## src/rtl/pip_pkg.sv

```systemverilog
package pip_pkg;
  localparam int PIX_W      = 6;
  localparam int FRAME_W    = 2;  // ring width in pixels and lines
  localparam int C_PER_SLOT = 3;  // luma pixels per combined chroma slot

  typedef enum logic {
    SZ_NINTH     = 1'b0,
    SZ_SIXTEENTH = 1'b1
  } win_size_e;

  typedef struct packed {
    logic bottom;
    logic right;
  } corner_t;
endpackage

```

## src/rtl/pip_raster_cnt.sv

```systemverilog
module pip_raster_cnt #(
  parameter int HW      = 11,
  parameter int VW      = 10,
  parameter int H_TOTAL = 910,
  parameter int V_TOTAL = 263
) (
  input  logic          clk_i,
  input  logic          rst_ni,
  input  logic          hsync_i,
  input  logic          vsync_i,
  output logic [HW-1:0] hcnt_o,
  output logic [VW-1:0] vcnt_o,
  output logic          vs_rise_o
);
  localparam logic [HW-1:0] H_LAST = HW'(H_TOTAL - 1);
  localparam logic [VW-1:0] V_LAST = VW'(V_TOTAL - 1);

  logic hs_d, vs_d, hs_rise;

  assign hs_rise   = hsync_i & ~hs_d;
  assign vs_rise_o = vsync_i & ~vs_d;

  always_ff @(posedge clk_i or negedge rst_ni) begin
    if (!rst_ni) begin
      hs_d   <= 1'b0;
      vs_d   <= 1'b0;
      hcnt_o <= '0;
      vcnt_o <= '0;
    end else begin
      hs_d <= hsync_i;
      vs_d <= vsync_i;
      if (hs_rise)               hcnt_o <= '0;
      else if (hcnt_o != H_LAST) hcnt_o <= hcnt_o + 1'b1;
      if (vs_rise_o)                     vcnt_o <= '0;
      else if (hs_rise && vcnt_o != V_LAST) vcnt_o <= vcnt_o + 1'b1;
    end
  end

  AST_HCNT_CLEAR: assert property (@(posedge clk_i) disable iff (!rst_ni)
    $rose(hsync_i) |=> hcnt_o == '0);
  AST_HCNT_STEP: assert property (@(posedge clk_i) disable iff (!rst_ni)
    (!$rose(hsync_i) && hcnt_o != H_LAST) |=> hcnt_o == $past(hcnt_o) + 1'b1);
  AST_VCNT_CLEAR: assert property (@(posedge clk_i) disable iff (!rst_ni)
    $rose(vsync_i) |=> vcnt_o == '0);
endmodule

```

## src/rtl/pip_geom.sv

```systemverilog
module pip_geom import pip_pkg::*; #(
  parameter int HW          = 11,
  parameter int VW          = 10,
  parameter int H_ACT_START = 140,
  parameter int H_ACT_W     = 752,
  parameter int H_MARGIN    = 16,
  parameter int V_ACT_START = 20,
  parameter int V_ACT_H     = 240,
  parameter int V_MARGIN    = 12,
  parameter int NINTH_W     = 171,
  parameter int NINTH_H     = 69,
  parameter int SIXT_W      = 128,
  parameter int SIXT_H      = 52
) (
  input  logic [HW-1:0] hcnt_i,
  input  logic [VW-1:0] vcnt_i,
  input  win_size_e     size_i,
  input  corner_t       corner_i,
  output logic          in_win_o,
  output logic          in_ring_o,
  output logic [HW-1:0] px_o,
  output logic [VW-1:0] ln_o
);
  localparam logic [HW-1:0] X_LEFT    = HW'(H_ACT_START + H_MARGIN);
  localparam logic [HW-1:0] X_R_END   = HW'(H_ACT_START + H_ACT_W - H_MARGIN);
  localparam logic [VW-1:0] Y_TOP     = VW'(V_ACT_START + V_MARGIN);
  localparam logic [VW-1:0] Y_B_END   = VW'(V_ACT_START + V_ACT_H - V_MARGIN);
  localparam logic [HW-1:0] FW_H      = HW'(FRAME_W);
  localparam logic [VW-1:0] FW_V      = VW'(FRAME_W);

  logic [HW-1:0] w, x0, x1;
  logic [VW-1:0] h, y0, y1;
  logic          h_in, v_in, h_ring, v_ring;

  always_comb begin
    w  = (size_i == SZ_SIXTEENTH) ? HW'(SIXT_W) : HW'(NINTH_W);
    h  = (size_i == SZ_SIXTEENTH) ? VW'(SIXT_H) : VW'(NINTH_H);
    x0 = corner_i.right  ? X_R_END - w : X_LEFT;
    y0 = corner_i.bottom ? Y_B_END - h : Y_TOP;
    x1 = x0 + w;
    y1 = y0 + h;
    h_in   = (hcnt_i >= x0) && (hcnt_i < x1);
    v_in   = (vcnt_i >= y0) && (vcnt_i < y1);
    h_ring = (hcnt_i >= x0 - FW_H) && (hcnt_i < x1 + FW_H);
    v_ring = (vcnt_i >= y0 - FW_V) && (vcnt_i < y1 + FW_V);
    in_win_o  = h_in && v_in;
    in_ring_o = h_ring && v_ring && !in_win_o;
    px_o = hcnt_i - x0;
    ln_o = vcnt_i - y0;
  end
endmodule

```

## src/rtl/pip_addr_gen.sv

```systemverilog
module pip_addr_gen import pip_pkg::*; #(
  parameter int HW          = 11,
  parameter int VW          = 10,
  parameter int AW          = 14,
  parameter int CAW         = 12,
  parameter int LINE_STRIDE = 171,
  parameter int C_STRIDE    = 57
) (
  input  logic [HW-1:0]  px_i,
  input  logic [VW-1:0]  ln_i,
  output logic [AW-1:0]  y_addr_o,
  output logic [CAW-1:0] c_addr_o,
  output logic           c_odd_o
);
  logic [HW-1:0] slot;

  assign slot     = px_i / HW'(C_PER_SLOT);
  assign y_addr_o = AW'(ln_i) * AW'(LINE_STRIDE) + AW'(px_i);
  assign c_addr_o = CAW'(ln_i) * CAW'(C_STRIDE) + CAW'(slot);
  assign c_odd_o  = slot[0];  // odd slot carries R-Y
endmodule

```

## src/rtl/pip_window_ctrl.sv

```systemverilog
module pip_window_ctrl import pip_pkg::*; #(
  parameter int H_TOTAL     = 910,
  parameter int V_TOTAL     = 263,
  parameter int H_ACT_START = 140,
  parameter int H_ACT_W     = 752,
  parameter int H_MARGIN    = 16,
  parameter int V_ACT_START = 20,
  parameter int V_ACT_H     = 240,
  parameter int V_MARGIN    = 12,
  parameter int NINTH_W     = 171,
  parameter int NINTH_H     = 69,
  parameter int SIXT_W      = 128,
  parameter int SIXT_H      = 52,
  localparam int HW      = $clog2(H_TOTAL) + 1,
  localparam int VW      = $clog2(V_TOTAL) + 1,
  localparam int C_SLOTS = (NINTH_W + C_PER_SLOT - 1) / C_PER_SLOT,
  localparam int AW      = $clog2(NINTH_W * NINTH_H),
  localparam int CAW     = $clog2(C_SLOTS * NINTH_H)
) (
  input  logic             clk_i,
  input  logic             rst_ni,
  input  logic             hsync_i,
  input  logic             vsync_i,
  input  logic             pip_on_i,
  input  logic             disp_en_i,
  input  logic             size_i,
  input  logic [1:0]       corner_i,
  input  logic             frame_on_i,
  input  logic [PIX_W-1:0] frame_lvl_i,
  input  logic             freeze_i,
  input  logic             wr_req_i,
  input  logic [PIX_W-1:0] mem_y_i,
  input  logic [PIX_W-1:0] mem_c_i,
  output logic             rd_en_o,
  output logic [AW-1:0]    rd_y_addr_o,
  output logic [CAW-1:0]   rd_c_addr_o,
  output logic             mem_we_o,
  output logic             pip_sel_o,
  output logic [PIX_W-1:0] pip_y_o,
  output logic [PIX_W-1:0] pip_c_o,
  output logic             pip_c_red_o
);
  logic [HW-1:0] hcnt, px;
  logic [VW-1:0] vcnt, ln;
  logic          vs_rise, in_win, in_ring, c_odd, disp_en;
  logic          win_q, border_q, red_q, freeze_q;

  pip_raster_cnt #(
    .HW(HW), .VW(VW), .H_TOTAL(H_TOTAL), .V_TOTAL(V_TOTAL)
  ) u_cnt (
    .clk_i(clk_i), .rst_ni(rst_ni), .hsync_i(hsync_i), .vsync_i(vsync_i),
    .hcnt_o(hcnt), .vcnt_o(vcnt), .vs_rise_o(vs_rise)
  );

  pip_geom #(
    .HW(HW), .VW(VW),
    .H_ACT_START(H_ACT_START), .H_ACT_W(H_ACT_W), .H_MARGIN(H_MARGIN),
    .V_ACT_START(V_ACT_START), .V_ACT_H(V_ACT_H), .V_MARGIN(V_MARGIN),
    .NINTH_W(NINTH_W), .NINTH_H(NINTH_H), .SIXT_W(SIXT_W), .SIXT_H(SIXT_H)
  ) u_geom (
    .hcnt_i(hcnt), .vcnt_i(vcnt),
    .size_i(win_size_e'(size_i)), .corner_i(corner_t'(corner_i)),
    .in_win_o(in_win), .in_ring_o(in_ring), .px_o(px), .ln_o(ln)
  );

  pip_addr_gen #(
    .HW(HW), .VW(VW), .AW(AW), .CAW(CAW),
    .LINE_STRIDE(NINTH_W), .C_STRIDE(C_SLOTS)
  ) u_addr (
    .px_i(px), .ln_i(ln),
    .y_addr_o(rd_y_addr_o), .c_addr_o(rd_c_addr_o), .c_odd_o(c_odd)
  );

  assign disp_en = pip_on_i & disp_en_i;
  assign rd_en_o = disp_en & in_win;

  // one-stage pipe matches the read latency of the field memory
  always_ff @(posedge clk_i or negedge rst_ni) begin
    if (!rst_ni) begin
      win_q    <= 1'b0;
      border_q <= 1'b0;
      red_q    <= 1'b0;
      freeze_q <= 1'b0;
    end else begin
      win_q    <= disp_en & in_win;
      border_q <= disp_en & frame_on_i & in_ring;
      red_q    <= disp_en & in_win & c_odd;
      if (vs_rise) freeze_q <= freeze_i;
    end
  end

  assign pip_sel_o   = win_q | border_q;
  assign pip_y_o     = border_q ? frame_lvl_i : (win_q ? mem_y_i : '0);
  assign pip_c_o     = win_q ? mem_c_i : '0;
  assign pip_c_red_o = red_q;
  assign mem_we_o    = wr_req_i & ~freeze_q;

  AST_SEL_NEEDS_EN: assert property (@(posedge clk_i) disable iff (!rst_ni)
    pip_sel_o |-> $past(pip_on_i && disp_en_i));
  AST_Y_ADDR_RANGE: assert property (@(posedge clk_i) disable iff (!rst_ni)
    rd_en_o |-> rd_y_addr_o < AW'(NINTH_W * NINTH_H));
  AST_C_ADDR_RANGE: assert property (@(posedge clk_i) disable iff (!rst_ni)
    rd_en_o |-> rd_c_addr_o < CAW'(C_SLOTS * NINTH_H));
  AST_FREEZE_PER_FIELD: assert property (@(posedge clk_i) disable iff (!rst_ni)
    !$rose(vsync_i) |=> $stable(freeze_q));
  AST_RING_NO_CHROMA: assert property (@(posedge clk_i) disable iff (!rst_ni)
    (pip_sel_o && pip_y_o == frame_lvl_i && $past(frame_on_i && in_ring)) |-> pip_c_o == '0);
endmodule

```

## config.mk

```make
export PLATFORM = sky130hd
export DESIGN_NAME = pip_window_ctrl
export DESIGN_NICKNAME = d
export VERILOG_FILES = /design/src/rtl/pip_pkg.sv /design/src/rtl/pip_raster_cnt.sv /design/src/rtl/pip_geom.sv /design/src/rtl/pip_addr_gen.sv /design/src/rtl/pip_window_ctrl.sv
export SDC_FILE = /design/constraint.sdc
export NUM_CORES = 1
export LEC_CHECK = 0
export ABC_CLOCK_PERIOD_IN_PS = 13790
export CORE_MARGIN = 1
export CORE_UTILIZATION = 60
export DETAILED_ROUTE_END_ITERATION = 10
export DONT_BUFFER_PORTS = 1
export GPL_TIMING_DRIVEN = 1
export PLACE_DENSITY = 0.78
export SLEW_MARGIN = 20
export SYNTH_ARGS = -nofsm -noshare
export SYNTH_HDL_FRONTEND = slang
export SYNTH_HIERARCHICAL = 1
export SYNTH_SLANG_ARGS = --single-unit
```

## constraint.sdc

```tcl
create_clock -name clk_i -period 13.79 [get_ports clk_i]
set_input_delay 3.4475 -clock clk_i [delete_from_list [all_inputs] [get_ports clk_i]]
set_output_delay 3.4475 -clock clk_i [all_outputs]
set_load 0.005 [all_outputs]
```

Yosys cells after proc, flatten, opt, wreduce, memory -nomap -nowiden

Cells that the tools add are included.
W data, S select, Z words.

Flip-flop bits (word level): 27
Logic and storage cells: 69

Add/subtract/negate cells: 14
Multipliers: 2
Div/mod/pow operators: 1
Order comparisons: 8
Equal/unequal tests: 2
Mux-type cells: 11
Bitwise logic cells: 12
Reductions and logical operators: 11

Operators with widths:

| operator                 | number |
|---|---|
| $mux W11                 | 3 |
| $mux W10                 | 3 |
| $mux W6                  | 4 |
| $ge A11 B11 Y1           | 2 |
| $lt A11 B11 Y1           | 2 |
| $ge A10 B10 Y1           | 2 |
| $lt A10 B10 Y1           | 2 |
| $add A14 B11 Y14         | 1 |
| $mul A10 B8 Y14 const B  | 1 |
| $add A12 B11 Y12         | 1 |
| $mul A10 B6 Y12 const B  | 1 |
| $add A11 B1 Y11 const B  | 1 |
| $add A11 B11 Y11         | 1 |
| $add A11 B2 Y11 const B  | 1 |
| $div A11 B2 Y11 const B  | 1 |
| $ne A11 B10 Y1 const B   | 1 |
| $sub A10 B11 Y11 const A | 1 |
| $sub A11 B11 Y11         | 1 |
| $sub A11 B2 Y11 const B  | 1 |
| $add A10 B1 Y10 const B  | 1 |
| $add A10 B10 Y10         | 1 |
| $add A10 B2 Y10 const B  | 1 |
| $ne A10 B9 Y1 const B    | 1 |
| $sub A10 B10 Y10         | 1 |
| 9 further kinds          | 26 |

Logic depth before layout (Yosys ltp)

Depth in word-level cells: 10
Depth in mapped cells: 33

Hierarchy

Netlist, hierarchy kept.

By module, submodules not included:

| module          | instances | cells an instance | area an instance (um^2) |
|---|---|---|---|
| pip_addr_gen    | 1         | 365               | 3298.2 |
| pip_geom        | 1         | 249               | 1881.8 |
| pip_raster_cnt  | 1         | 115               | 1158.6 |
| pip_window_ctrl | 1         | 26                | 274.0 |

Worst setup path after synthesis

No wires, ideal clock.

Path kind: input -> output
Start point: input corner_i[1]
End point: output rd_y_addr_o[13]
Arrival time: 9081 ps
Slack: 1262 ps
Stages: 24
Cells stage by stage: buf_2 inv_1 nor2_1 ha_1 inv_1 fa_1 a211oi_1 o21bai_1 a21oi_1 xnor2_1 fa_1 ha_1 fa_1 inv_1 fa_1 inv_1 ha_1 a21oi_1 o21bai_1 a21oi_1 o21ai_0 a21o_1 a21oi_1 xnor2_1

Word-level cells in the longest chain between the ends: 4

Ends and longest elaborated chain:

| what               | line                  | RTL |
|---|---|---|
| start: declaration | pip_window_ctrl.sv:27 | `input logic [1:0] corner_i,` |
| $mux W10           | pip_geom.sv:39        | `y0 = corner_i.bottom ? Y_B_END - h : Y_TOP;` |
| $sub A10 B10 Y10   | pip_geom.sv:49        | `ln_o = vcnt_i - y0;` |
| via ln[6]          | pip_window_ctrl.sv:44 | `logic [VW-1:0] vcnt, ln;` |
| $mul A10 B8 Y14    | pip_addr_gen.sv:18    | `assign y_addr_o = AW'(ln_i) * AW'(LINE_STRIDE) + AW'(px_i);` |
| $add A14 B11 Y14   | pip_addr_gen.sv:18    |  |
| end: declaration   | pip_window_ctrl.sv:35 | `output logic [AW-1:0] rd_y_addr_o,` |

The timed path passes the listed nets, and every way through them passes these cells.

Final worst setup path

Start point: input size_i
End point: output rd_c_addr_o[11]

Word-level cells in the longest chain between the ends: 6
Elaborated cells on any way between the ends: 11
Classes of those cells: add/sub (5); mul (1); div (1); mux (4)

Ends and longest elaborated chain:

| what               | line                  | RTL |
|---|---|---|
| start: declaration | pip_window_ctrl.sv:26 | `input logic size_i,` |
| $mux W6            | pip_geom.sv:36        | `w = (size_i == SZ_SIXTEENTH) ? HW'(SIXT_W) : HW'(NINTH_W);` |
| $sub A10 B11 Y11   | pip_geom.sv:38        | `x0 = corner_i.right ? X_R_END - w : X_LEFT;` |
| $mux W11           | pip_geom.sv:38        |  |
| $sub A11 B11 Y11   | pip_geom.sv:48        | `px_o = hcnt_i - x0;` |
| via px[5]          | pip_window_ctrl.sv:43 | `logic [HW-1:0] hcnt, px;` |
| $div A11 B2 Y11    | pip_addr_gen.sv:17    | `assign slot = px_i / HW'(C_PER_SLOT);` |
| via c_odd          | pip_window_ctrl.sv:45 | `logic vs_rise, in_win, in_ring, c_odd, disp_en;` |
| $add A12 B11 Y12   | pip_addr_gen.sv:19    | `assign c_addr_o = CAW'(ln_i) * CAW'(C_STRIDE) + CAW'(slot);` |
| end: declaration   | pip_window_ctrl.sv:36 | `output logic [CAW-1:0] rd_c_addr_o,` |

The timed path passes the listed nets, and every way through them passes these cells.

==> results.tsv <==
stage	metric	value	unit
timing	WHS	533	ps
timing	worst-margin pin slew	871	ps
timing	TNS Setup	0	ps
grt	largest net degree at the start of global routing	28	
cells_and_area	FF+latch area	676	um2
worst_hold_path	Hold Crit Start	freeze_q	
critical_path	Critical Path Start Type	input port	
detailed_routing	DR DRC count	0	
floorplan	# IOs	72	
cells_and_area	synth-to-layout area growth	3.78	%
yosys	register area share after synthesis	0.102	
floorplan	die height	107	um
timing	min cycle time layout	12990	ps
critical_path	WP data required	10340	ps
timing	Layout Skew	11.2	ps
critical_path	FF-to-FF path depth	15	
yosys	Synth cell types	82	
cells_and_area	most frequent cells in the layout	ha_1 (128), inv_1 (93), a21oi_1 (52)	
grt	total gr overflow	0	
yosys	mapped cell area	6610	um2
yosys	Cells after Synth	755	
critical_path	CP arrival	9540	ps
timing	unrepaired setup endpoints after global routing	false	
place	port bufs	0	
critical_path	slowest stage cell, crit path	xnor2_1	
timing	Fmax	0.0770	GHz
worst_hold_path	Hold Path Cell Cnt	1	
floorplan	die area	11400	um2
cts	clock sinks	27	
cells_and_area	fillers	875	
grt	vias in the first global route	5415	
cells_and_area	multi-input logic area	5510	um2
detailed_routing	Initial DRT Pass Iterations	7	
cells_and_area	Finished Cell Area	6860	um2
cts	CTS Buf Count	3	
timing	relative slew slack	0.417	
yosys	ys async rst share	1.00	
cells_and_area	share of post-route cells with drive strength above 1	0.0758	
grt	first-pass GRT wire length	24000	um
place	HPWL Detailed	12000	um
grt	initial antenna violation count	0	
critical_path	CP Capture Type	output port	
yosys	#FFs+latches synth	27	
worst_hold_path	worst hold path type	flop to flop	
detailed_routing	post-route ant nets	0	
critical_path	critical path fanouts, max	14	
timing	Final period util	0.942	
critical_path	crit-path max cell delay	670	ps
detailed_routing	routed len/inst	16.1	um
floorplan	overall die width	107	um
detailed_routing	routed vias/inst	5.98	
floorplan	row cnt	37	
cts	CTS Hold Bufs	0	
cts	clk buf depth	2	
critical_path	flop2flop setup slack	9210	ps
cts	post_cts resized	0	
yosys	Ys Warns	6	
detailed_routing	Iter 0 DRT Violations	241	
critical_path	Reg-to-Reg End	pip_c_red_o	
cts	# H-tree levels	1	
place	dpl cell area	6810	um2
timing	final max-slew violation count	0	
grt	GR Util All Layers	0.260	
timing	final setup fails	0	
critical_path	RR Startpoint	u_cnt/hcnt_o[2]	
place	GP Congestion	0.875	
worst_hold_path	WHS Endpoint	freeze_q	
job	max cap viols	0	
floorplan	core footprint	10500	um2
cells_and_area	most common cell after layout, fill and taps aside	ha_1	
cts	clock latency on the worst-skew pair	280	ps
cells_and_area	nets	972	
floorplan	Initial Utilization	0.629	
status	status	finished, final reports clean	
detailed_routing	Vias	5387	
yosys	Avg Cell Area, Syn	8.76	um2
yosys	Synth Flop Type	dfrtp_1	
cts	setup bufs post-CTS	0	
cts	Clk pin slew, worst setup/hold paths	100	ps
cts	CTS Root Cell	clkbuf_8	
detailed_routing	drt total wl	14500	um
yosys	Post-synth EDFFs	0	
cells_and_area	# diodes	0	
timing	final hold vios	0	
critical_path	CP Class	input port to output port	
cts	CTS tree	yes	
## through the flow
stage	std cells	worst slack, ps	util
final	901	799	0.653
after global routing	901	382	0.653
after CTS	901	825	0.653
after detailed placement	897	840	0.648
after global placement	897	1020	0.648
after floorplan	768	1260	-
## kinds of logic after synthesis
logic type                 count (synthesis)  synth area share
other                                      2           0.00114
AOI/OAI and AO/OA                        180             0.188
DFF                                       27             0.102
muxes                                      6            0.0100
xor gates and xnor gates                  56            0.0753
adders and majority gates                177             0.389
and+or+nand+nor                          193             0.163
buffers and inverters                    114            0.0713
## layout make-up
class,instances,share of cell area
tap,136,0.0248
clock inverter,1,0.00109
inverter,93,0.0509
sequential,27,0.0985
clock buffer,3,0.00602
multi-input combinational,627,0.803
timing repair buffer,14,0.0153
## synth_stat cells (all sizes together), types with 12 or more instances
| library cell | count | area (um2) |
|---|---|---|
| nor3 | 20 | 115 |
| nand2 | 36 | 135 |
| o21bai | 14 | 105 |
| o21ai | 29 | 149 |
| inv | 93 | 349 |
| xnor2 | 38 | 333 |
| xor2 | 18 | 165 |
| a21o | 15 | 114 |
| a211oi | 14 | 115 |
| a21oi | 54 | 278 |
| ha | 128 | 1600 |
| dfrtp | 27 | 676 |
| nand3 | 12 | 65.1 |
| nor2 | 46 | 173 |
| fa | 48 | 961 |
## worst max path at each step
| stage | from | end | slack, ps |
|---|---|---|---|
| global route | size_i | rd_c_addr_o[11] | 380 |
| floorplan | corner_i[1] | rd_y_addr_o[13] | 1260 |
| finish | size_i | rd_c_addr_o[11] | 800 |
| global placement | size_i | rd_c_addr_o[11] | 1020 |
| detailed placement | size_i | rd_c_addr_o[11] | 840 |
| CTS | size_i | rd_c_addr_o[11] | 820 |
## state kept, by name, indices dropped and copies added, names as in the netlist
| name | count |
|---|---|
| pip_c_red_o | 1 |
| u_cnt/vs_d | 1 |
| win_q | 1 |
| u_cnt/vcnt_o | 10 |
| u_cnt/hs_d | 1 |
| border_q | 1 |
| u_cnt/hcnt_o | 11 |
| freeze_q | 1 |
## critical path, delay by kind of cell
family,cells,cell delay (ps)
buffers and inverters,1,290
muxes,1,360
and+or+nand+nor,5,960
xor gates and xnor gates,2,830
adders and majority gates,5,1420
AOI/OAI and AO/OA,12,2220
## per-layer routing
layer	share of wire	vias to the layer above	global-route usage	routed length (um)
li1	-	2677	-	-
met1	0.43	2576	0.313	6150
met2	0.53	124	0.503	7680
met3	0.035	10	0.0182	508
met4	0.0090	0	0.0509	130
met5	0	-	0	0
Power is not shown: default switching activity piles up to over one toggle a cycle in this logic, so the estimate is an artifact.
